**src/rtl/sdseq_pkg.sv**
```systemverilog
package sdseq_pkg;

  typedef enum logic [3:0] {
    CMD_LMR  = 4'b0000,
    CMD_AREF = 4'b0001,
    CMD_PRE  = 4'b0010,
    CMD_NOP  = 4'b0111
  } sd_cmd_e;

  typedef enum logic [3:0] {
    ST_OFF, ST_PWRUP, ST_IPRE, ST_IRP, ST_IREF, ST_IRC, ST_LMR, ST_MRD,
    ST_IDLE, ST_GUARD, ST_PRE, ST_RP, ST_REF, ST_RC
  } seq_st_e;

  function automatic int max_of(input int a, input int b);
    return (a > b) ? a : b;
  endfunction

  // burst length 1, sequential, standard mode
  function automatic logic [12:0] mode_word(input int cas, input logic wr_single);
    return {3'b000, wr_single, 2'b00, 3'(cas), 1'b0, 3'b000};
  endfunction

endpackage

```
**src/rtl/sdseq_rst_sync.sv**
```systemverilog
module sdseq_rst_sync (
  input  logic clk,
  input  logic rst_n,
  output logic rst_n_sync
);
  logic s1_q, s2_q;

  always_ff @(posedge clk or negedge rst_n) begin
    if (!rst_n) begin
      s1_q <= 1'b0;
      s2_q <= 1'b0;
    end else begin
      s1_q <= 1'b1;
      s2_q <= s1_q;
    end
  end

  assign rst_n_sync = s2_q;
endmodule

```
**src/rtl/sdseq_delay.sv**
```systemverilog
module sdseq_delay #(
  parameter int CNT_W = 8
) (
  input  logic             clk,
  input  logic             rst_n,
  input  logic             load,
  input  logic [CNT_W-1:0] load_val,
  output logic             expired
);
  logic [CNT_W-1:0] cnt_q, cnt_d;
  logic             cnt_en;

  always_comb begin
    cnt_en = load || (cnt_q != '0);
    cnt_d  = load ? load_val : (cnt_q - 1'b1);
  end

  always_ff @(posedge clk or negedge rst_n) begin
    if (!rst_n)      cnt_q <= '0;
    else if (cnt_en) cnt_q <= cnt_d;
  end

  assign expired = (cnt_q == '0);
endmodule

```
**src/rtl/sdseq_refresh_timer.sv**
```systemverilog
module sdseq_refresh_timer #(
  parameter int RELOAD = 1855
) (
  input  logic clk,
  input  logic rst_n,
  input  logic run,
  output logic expire
);
  localparam int TW = (RELOAD > 2) ? $clog2(RELOAD) : 1;
  localparam logic [TW-1:0] RELOAD_M1 = TW'(RELOAD - 1);

  logic [TW-1:0] tmr_q, tmr_d;

  always_comb begin
    expire = run && (tmr_q == '0);
    tmr_d  = (tmr_q == '0) ? RELOAD_M1 : (tmr_q - 1'b1);
  end

  always_ff @(posedge clk or negedge rst_n) begin
    if (!rst_n)   tmr_q <= RELOAD_M1;
    else if (run) tmr_q <= tmr_d;
  end
endmodule

```
**src/rtl/sdseq_pin_encoder.sv**
```systemverilog
module sdseq_pin_encoder
  import sdseq_pkg::*;
#(
  parameter int              ROW_W     = 13,
  parameter int              BANK_W    = 2,
  parameter logic [ROW_W-1:0] MODE_WORD = '0
) (
  input  logic              clk,
  input  logic              rst_n,
  input  seq_st_e           state_d,
  output logic              cke_o,
  output sd_cmd_e           cmd_o,
  output logic [BANK_W-1:0] ba_o,
  output logic [ROW_W-1:0]  addr_o,
  output logic              done_o,
  output logic              busy_o
);
  sd_cmd_e          cmd_d;
  logic [ROW_W-1:0] addr_d;
  logic             busy_d;

  always_comb begin
    cmd_d  = CMD_NOP;
    addr_d = '0;
    unique case (state_d)
      ST_IPRE, ST_PRE: begin
        cmd_d      = CMD_PRE;
        addr_d[10] = 1'b1;
      end
      ST_IREF, ST_REF: cmd_d = CMD_AREF;
      ST_LMR: begin
        cmd_d  = CMD_LMR;
        addr_d = MODE_WORD;
      end
      default: ;
    endcase
    busy_d = (state_d == ST_GUARD) || (state_d == ST_PRE) || (state_d == ST_RP) ||
             (state_d == ST_REF)   || (state_d == ST_RC);
  end

  always_ff @(posedge clk or negedge rst_n) begin
    if (!rst_n) begin
      cke_o  <= 1'b0;
      cmd_o  <= CMD_NOP;
      ba_o   <= '0;
      addr_o <= '0;
      done_o <= 1'b0;
      busy_o <= 1'b0;
    end else begin
      cke_o  <= (state_d != ST_OFF);
      cmd_o  <= cmd_d;
      ba_o   <= '0;
      addr_o <= addr_d;
      done_o <= done_o || (state_d == ST_IDLE);
      busy_o <= busy_d;
    end
  end
endmodule

```
**src/rtl/sdram_pwrup_refresh.sv**
```systemverilog
module sdram_pwrup_refresh
  import sdseq_pkg::*;
#(
  parameter int ROW_W          = 13,
  parameter int BANK_W         = 2,
  parameter int PWRUP_CYC      = 12000,
  parameter int REFRESH_RELOAD = 1855,
  parameter int INIT_REFRESHES = 8,
  parameter int CAS_LAT        = 3,
  parameter int T_MRD          = 2,
  parameter int T_RAS          = 5,
  parameter int T_RC           = 8,
  parameter int T_WR           = 2,
  parameter int T_RP           = 2
) (
  input  logic              clk,
  input  logic              rst_n,
  input  logic              grant_i,
  output logic              init_done_o,
  output logic              refresh_req_o,
  output logic              refresh_busy_o,
  output logic              cke_o,
  output logic              cs_n_o,
  output logic              ras_n_o,
  output logic              cas_n_o,
  output logic              we_n_o,
  output logic [BANK_W-1:0] ba_o,
  output logic [ROW_W-1:0]  addr_o
);
  localparam logic [ROW_W-1:0] MODE_WORD = ROW_W'(mode_word(CAS_LAT, 1'b1));
  localparam int GUARD_CYC = max_of(T_WR, T_RAS);
  localparam int MAX_DLY   = max_of(max_of(PWRUP_CYC, GUARD_CYC),
                                    max_of(max_of(T_RC, T_RP), T_MRD));
  localparam int CNT_W     = $clog2(MAX_DLY + 1);
  localparam int REF_W     = $clog2(INIT_REFRESHES + 1);

  logic             rst_n_s;
  seq_st_e          state_q, state_d;
  logic             dly_load, dly_zero;
  logic [CNT_W-1:0] dly_val;
  logic [REF_W-1:0] ref_left_q, ref_left_d;
  logic             pend_q, pend_d, tmr_expire, svc;
  sd_cmd_e          cmd;

  sdseq_rst_sync u_rsync (.clk(clk), .rst_n(rst_n), .rst_n_sync(rst_n_s));

  sdseq_delay #(.CNT_W(CNT_W)) u_dly (
    .clk(clk), .rst_n(rst_n_s), .load(dly_load), .load_val(dly_val), .expired(dly_zero)
  );

  sdseq_refresh_timer #(.RELOAD(REFRESH_RELOAD)) u_tmr (
    .clk(clk), .rst_n(rst_n_s), .run(init_done_o), .expire(tmr_expire)
  );

  sdseq_pin_encoder #(.ROW_W(ROW_W), .BANK_W(BANK_W), .MODE_WORD(MODE_WORD)) u_enc (
    .clk(clk), .rst_n(rst_n_s), .state_d(state_d), .cke_o(cke_o), .cmd_o(cmd),
    .ba_o(ba_o), .addr_o(addr_o), .done_o(init_done_o), .busy_o(refresh_busy_o)
  );

  assign {cs_n_o, ras_n_o, cas_n_o, we_n_o} = cmd;
  assign refresh_req_o = pend_q;
  assign svc = (state_q == ST_IDLE) && pend_q && !grant_i;

  // next state
  always_comb begin
    state_d    = state_q;
    dly_load   = 1'b0;
    dly_val    = '0;
    ref_left_d = ref_left_q;
    unique case (state_q)
      ST_OFF: begin
        state_d  = ST_PWRUP;
        dly_load = 1'b1;
        dly_val  = CNT_W'(PWRUP_CYC - 1);
      end
      ST_PWRUP: if (dly_zero) state_d = ST_IPRE;
      ST_IPRE: begin
        state_d    = ST_IRP;
        dly_load   = 1'b1;
        dly_val    = CNT_W'(T_RP - 2);
        ref_left_d = REF_W'(INIT_REFRESHES - 1);
      end
      ST_IRP: if (dly_zero) state_d = ST_IREF;
      ST_IREF: begin
        state_d  = ST_IRC;
        dly_load = 1'b1;
        dly_val  = CNT_W'(T_RC - 2);
      end
      ST_IRC: if (dly_zero) begin
        if (ref_left_q == '0) state_d = ST_LMR;
        else begin
          state_d    = ST_IREF;
          ref_left_d = ref_left_q - 1'b1;
        end
      end
      ST_LMR: begin
        state_d  = ST_MRD;
        dly_load = 1'b1;
        dly_val  = CNT_W'(T_MRD - 2);
      end
      ST_MRD: if (dly_zero) state_d = ST_IDLE;
      ST_IDLE: if (svc) begin
        state_d  = ST_GUARD;
        dly_load = 1'b1;
        dly_val  = CNT_W'(GUARD_CYC - 1);
      end
      ST_GUARD: if (dly_zero) state_d = ST_PRE;
      ST_PRE: begin
        state_d  = ST_RP;
        dly_load = 1'b1;
        dly_val  = CNT_W'(T_RP - 2);
      end
      ST_RP: if (dly_zero) state_d = ST_REF;
      ST_REF: begin
        state_d  = ST_RC;
        dly_load = 1'b1;
        dly_val  = CNT_W'(T_RC - 2);
      end
      ST_RC: if (dly_zero) state_d = ST_IDLE;
      default: state_d = ST_OFF;
    endcase
    pend_d = tmr_expire ? 1'b1 : (svc ? 1'b0 : pend_q);
  end

  // registers
  always_ff @(posedge clk or negedge rst_n_s) begin
    if (!rst_n_s) begin
      state_q    <= ST_OFF;
      ref_left_q <= '0;
      pend_q     <= 1'b0;
    end else begin
      state_q    <= state_d;
      ref_left_q <= ref_left_d;
      pend_q     <= pend_d;
    end
  end
endmodule

```
**config.mk**
```make
export PLATFORM = sky130hd
export DESIGN_NAME = sdram_pwrup_refresh
export DESIGN_NICKNAME = d
export VERILOG_FILES = /design/src/rtl/sdseq_pkg.sv /design/src/rtl/sdseq_rst_sync.sv /design/src/rtl/sdseq_delay.sv /design/src/rtl/sdseq_refresh_timer.sv /design/src/rtl/sdseq_pin_encoder.sv /design/src/rtl/sdram_pwrup_refresh.sv
export SDC_FILE = /design/constraint.sdc
export NUM_CORES = 1
export LEC_CHECK = 0
export BUFFER_PORTS_ARGS = -buffer_cell sky130_fd_sc_hd__buf_4
export CORE_UTILIZATION = 53
export CTS_CLUSTER_SIZE = 20
export DETAILED_ROUTE_END_ITERATION = 16
export GPL_TIMING_DRIVEN = 0
export PLACE_DENSITY = 0.74
export SYNTH_ARGS = -nofsm -noshare
export SYNTH_HDL_FRONTEND = slang
export SYNTH_SLANG_ARGS = --single-unit
export TNS_END_PERCENT = 100
```
**constraint.sdc**
```tcl
create_clock -name clk -period 1.53 [get_ports clk]
set_input_delay 0.2295 -clock clk [delete_from_list [all_inputs] [get_ports clk]]
set_output_delay 0.2295 -clock clk [all_outputs]
set_load 0.02 [all_outputs]
```
==> summary.md <==
| Metric | Value |
|---|---|
| Status | `finished, violations left` |
| Violated checks | `setup timing` |
| Gate Count Post-Synth | `253` |
| Power consumption | `4.81 mW` |
| Max-cap violations | `0` |
| Worst slack, placed | `-1.08 ns` |
| Post-synth ARST share | `1.00` |
| Sequential-to-total area share from yosys stat | `0.456` |
| CP Data Arrival Time | `2.45 ns` |
| Total negative setup slack | `-15.43 ns` |
| Syn Std Cell Area | `2440 um^2` |
| Crit end category | `flip-flop` |
| Final #Nets | `318` |
| Worst path cell trace | `inv_2 > ha_4 > or4b_4 > or4_4 > o32a_1 > o22a_1` |
| Hold Startpoint | `grant_i` |
| Mean Syn Cell Area | `9.65 um^2` |
| FF-to-FF path depth | `6` |
| First DRT Iteration DRCs | `188` |
| CP Class | `flip-flop to flip-flop` |
| Largest net degree at the start of global routing | `43` |
| CP bufs+invs | `1` |
| Max IR drop VDD | `0.000856 V` |
| Finished Cell Area | `3300 um^2` |
| Synth area leaders | `dfrtp_1, dfstp_2, buf_4, nand2_1, mux2i_1` |
| Overflow after GRT | `0` |
| RR Startpoint | `u_dly.cnt_q[1]` |
| Max Clock Skew | `0.0114 ns` |
| CP top delay family | `simple AND/OR/NAND/NOR gates` |
| Final critical-path required period | `2.25 ns` |
| Number of global-route vias before repair | `2023` |
| GPL Wtd Cong | `0.826` |
| Max frequency | `0.444 GHz` |
| CP peak stage delay | `0.59 ns` |
| Slew of the pin with the lowest slew margin | `0.895 ns` |
| Final Max Slew Viols | `0` |
| Placed inst area | `2720 um^2` |
| Seq cells post-synth | `44` |
| Worst Hold Path EP | `refresh_req_o` |
| Drt wl/cell | `16.5 um` |
| Cell Rows | `24` |
| CP required | `1.73 ns` |
| I/O pins | `26` |
| Layout cells sized above 1 | `0.436` |
| DRC | `0` |
| Hold WC Path Type | `primary input to flip-flop` |
| Slew Limit Headroom | `0.403` |
| Reg2Reg Capture Point | `u_dly.cnt_q[9]` |
| Die height | `69.9 um` |
| HPWL Detailed | `3420 um` |
| RSZ-0062 raised after global routing | `true` |
| All-layer global routing usage | `0.240` |
| Die Wd | `69.9 um` |
| Max H-tree Level | `2` |
| Max stage delay cell, worst path | `or4_4` |
| Antenna viol nets, final | `0` |
| Buffer depth of the longest clock path | `2` |
| Power per Cell Area | `1460 nW/um^2` |
| Die area | `4880 um^2` |
| DRT Pass-1 Iters | `4` |
| WL final | `5990 um` |
| Num CTS Buffers | `5` |
| Root buffer cell | `clkbuf_8` |
| Commonest cells post-synth | `dfrtp_1, nand2_1, buf_4` |
| Final setup violation count | `29` |
| Area grow syn2layout | `35.3%` |
| Critical-path maximum fanout | `5` |
| LEAKAGE | `1.42 nW` |
| Total core area | `4380 um^2` |
| First-pass GRT wire length | `9230 um` |
| CTS tree | `done` |
| CP startpoint kind | `flip-flop` |
| Ant. Diodes | `0` |
| Share of the synthesized area in the top cell type | `0.338` |
| Synth area leader | `dfrtp_1` |
| Via-per-instance ratio | `5.92` |
| Yosys warns | `0` |
| Clock sinks | `44` |
| EDFF count, synth | `0` |
| Top-count cell post-synth | `dfrtp_1` |
| Initial core utilization | `0.557` |
| Initial antenna violation count | `0` |
| Synth cell types | `54` |
| Hold Vio Cnt, Final | `0` |
| Top_reg_cell synth | `dfrtp_1` |
| Clock-pin slew of the registers on the worst-case setup and hold paths | `0.09 ns` |
| R2r setup slk | `-0.72 ns` |
| Final period util | `1.47` |
| Clock Latency Late Sink | `0.30 ns` |
| Layout Utilization | `0.754` |
| Via count | `2156` |
| Hold Path Depth | `3` |
| Final WS setup | `-0.724 ns` |
| Port bufs | `13` |
[state kept, by name (all words and copies together), names as in the netlist]
signal,flops
u_enc.busy_o,1
u_tmr.tmr_q,11
u_enc.cmd_o,3
u_rsync.s1_q,1
u_enc.cke_o,1
u_rsync.rst_n_sync,1
u_enc.addr_o,2
u_enc.done_o,1
u_dly.cnt_q,14
refresh_req_o,1
state_q,4
ref_left_q,4
[metal layers]
| layer | global-route usage | vias to the layer above | part of all wire | wire length [um] |
|---|---|---|---|---|
| met1 | 0.316 | 1063 | 0.44 | 2650 |
| met4 | 0.122 | 0 | 0.031 | 184 |
| met3 | 0.0375 | 17 | 0.042 | 254 |
| li1 | - | 1009 | - | - |
| met5 | 0 | - | 0 | 0 |
| met2 | 0.382 | 67 | 0.48 | 2900 |
[through the flow]
| stage | hold WS, ns | std cells |
|---|---|---|
| 2_1_floorplan | -0.0661 | 264 |
| 5_1_grt | 0.200 | 364 |
| 3_3_place_gp | 0.0127 | 329 |
| 3_5_place_dp | 0.0127 | 329 |
| 6_report | 0.191 | 364 |
| 4_1_cts | 0.177 | 360 |
[how the worst max path moves through the flow]
stage / from / end / slack [ns] / depth (start not counted)
after floorplan: u_dly.cnt_q[0] / u_dly.cnt_q[9] / -0.80 / 8
after global placement: u_dly.cnt_q[1] / state_q[0] / -1.03 / 7
after detailed placement: u_dly.cnt_q[1] / state_q[0] / -1.08 / 7
after CTS: u_dly.cnt_q[1] / u_dly.cnt_q[0] / -0.72 / 7
after global routing: u_dly.cnt_q[0] / ref_left_q[2] / -0.76 / 9
final: u_dly.cnt_q[1] / u_dly.cnt_q[9] / -0.72 / 6
[report_power, final]
part           internal, mW  switching [mW]
logic                  1.03            1.16
registers              1.40           0.331
clock network         0.485           0.403
[kinds of logic (layout without fill, tap and decap cells)]
| group | count (synthesis) | count (layout) | synth area share |
|---|---|---|---|
| AOI/OAI and AO/OA | 44 | 44 | 0.124 |
| xor gates and xnor gates | 11 | 11 | 0.0394 |
| adders and majority gates | 5 | 5 | 0.0246 |
| buffers and inverters | 38 | 86 | 0.0820 |
| DFF | 44 | 44 | 0.456 |
| muxes | 7 | 7 | 0.0287 |
| other | 2 | 13 | 0.00307 |
| and+or+nand+nor | 102 | 102 | 0.242 |
[what timing repair did]
action,4_1_cts,5_1_grt
pin swaps,11,11
endpoints found under the setup margin,34,39
buffers inserted,24,9
gates cloned,0,1
hold endpoints to repair,2,0
hold buffers,1,0
gates resized for setup,21,40
[final cells by class]
class / instances / area, um^2
multi-input combinational: 182 / 1440
inverter: 9 / 33.8
buffer: 21 / 149
fill: 299 / 1080
timing repair buffer: 48 / 394
sequential: 44 / 1120
clock inverter: 2 / 35.0
clock buffer: 6 / 72.6
tap: 52 / 65.1
[worst reg2reg max path: stages (launching register included)]
cell and delay, ns:
dfrtp_1 0.40, inv_2 0.08, ha_4 0.12, or4b_4 0.48, or4_4 0.59, o32a_1 0.31
o22a_1 0.16
[layout by cell type (no fill, tap or decap), drive strengths merged, types with 8 or more instances in the layout]
master / n
a21oi: 8
dfrtp: 33
conb: 13
o21ai: 9
clkbuf: 12
nand2: 27
nor2: 12
nor3: 8
xnor2: 8
dfstp: 11
inv: 9
buf: 62
nor4: 11
No activity file was read; power rests on OpenSTA's default activity.
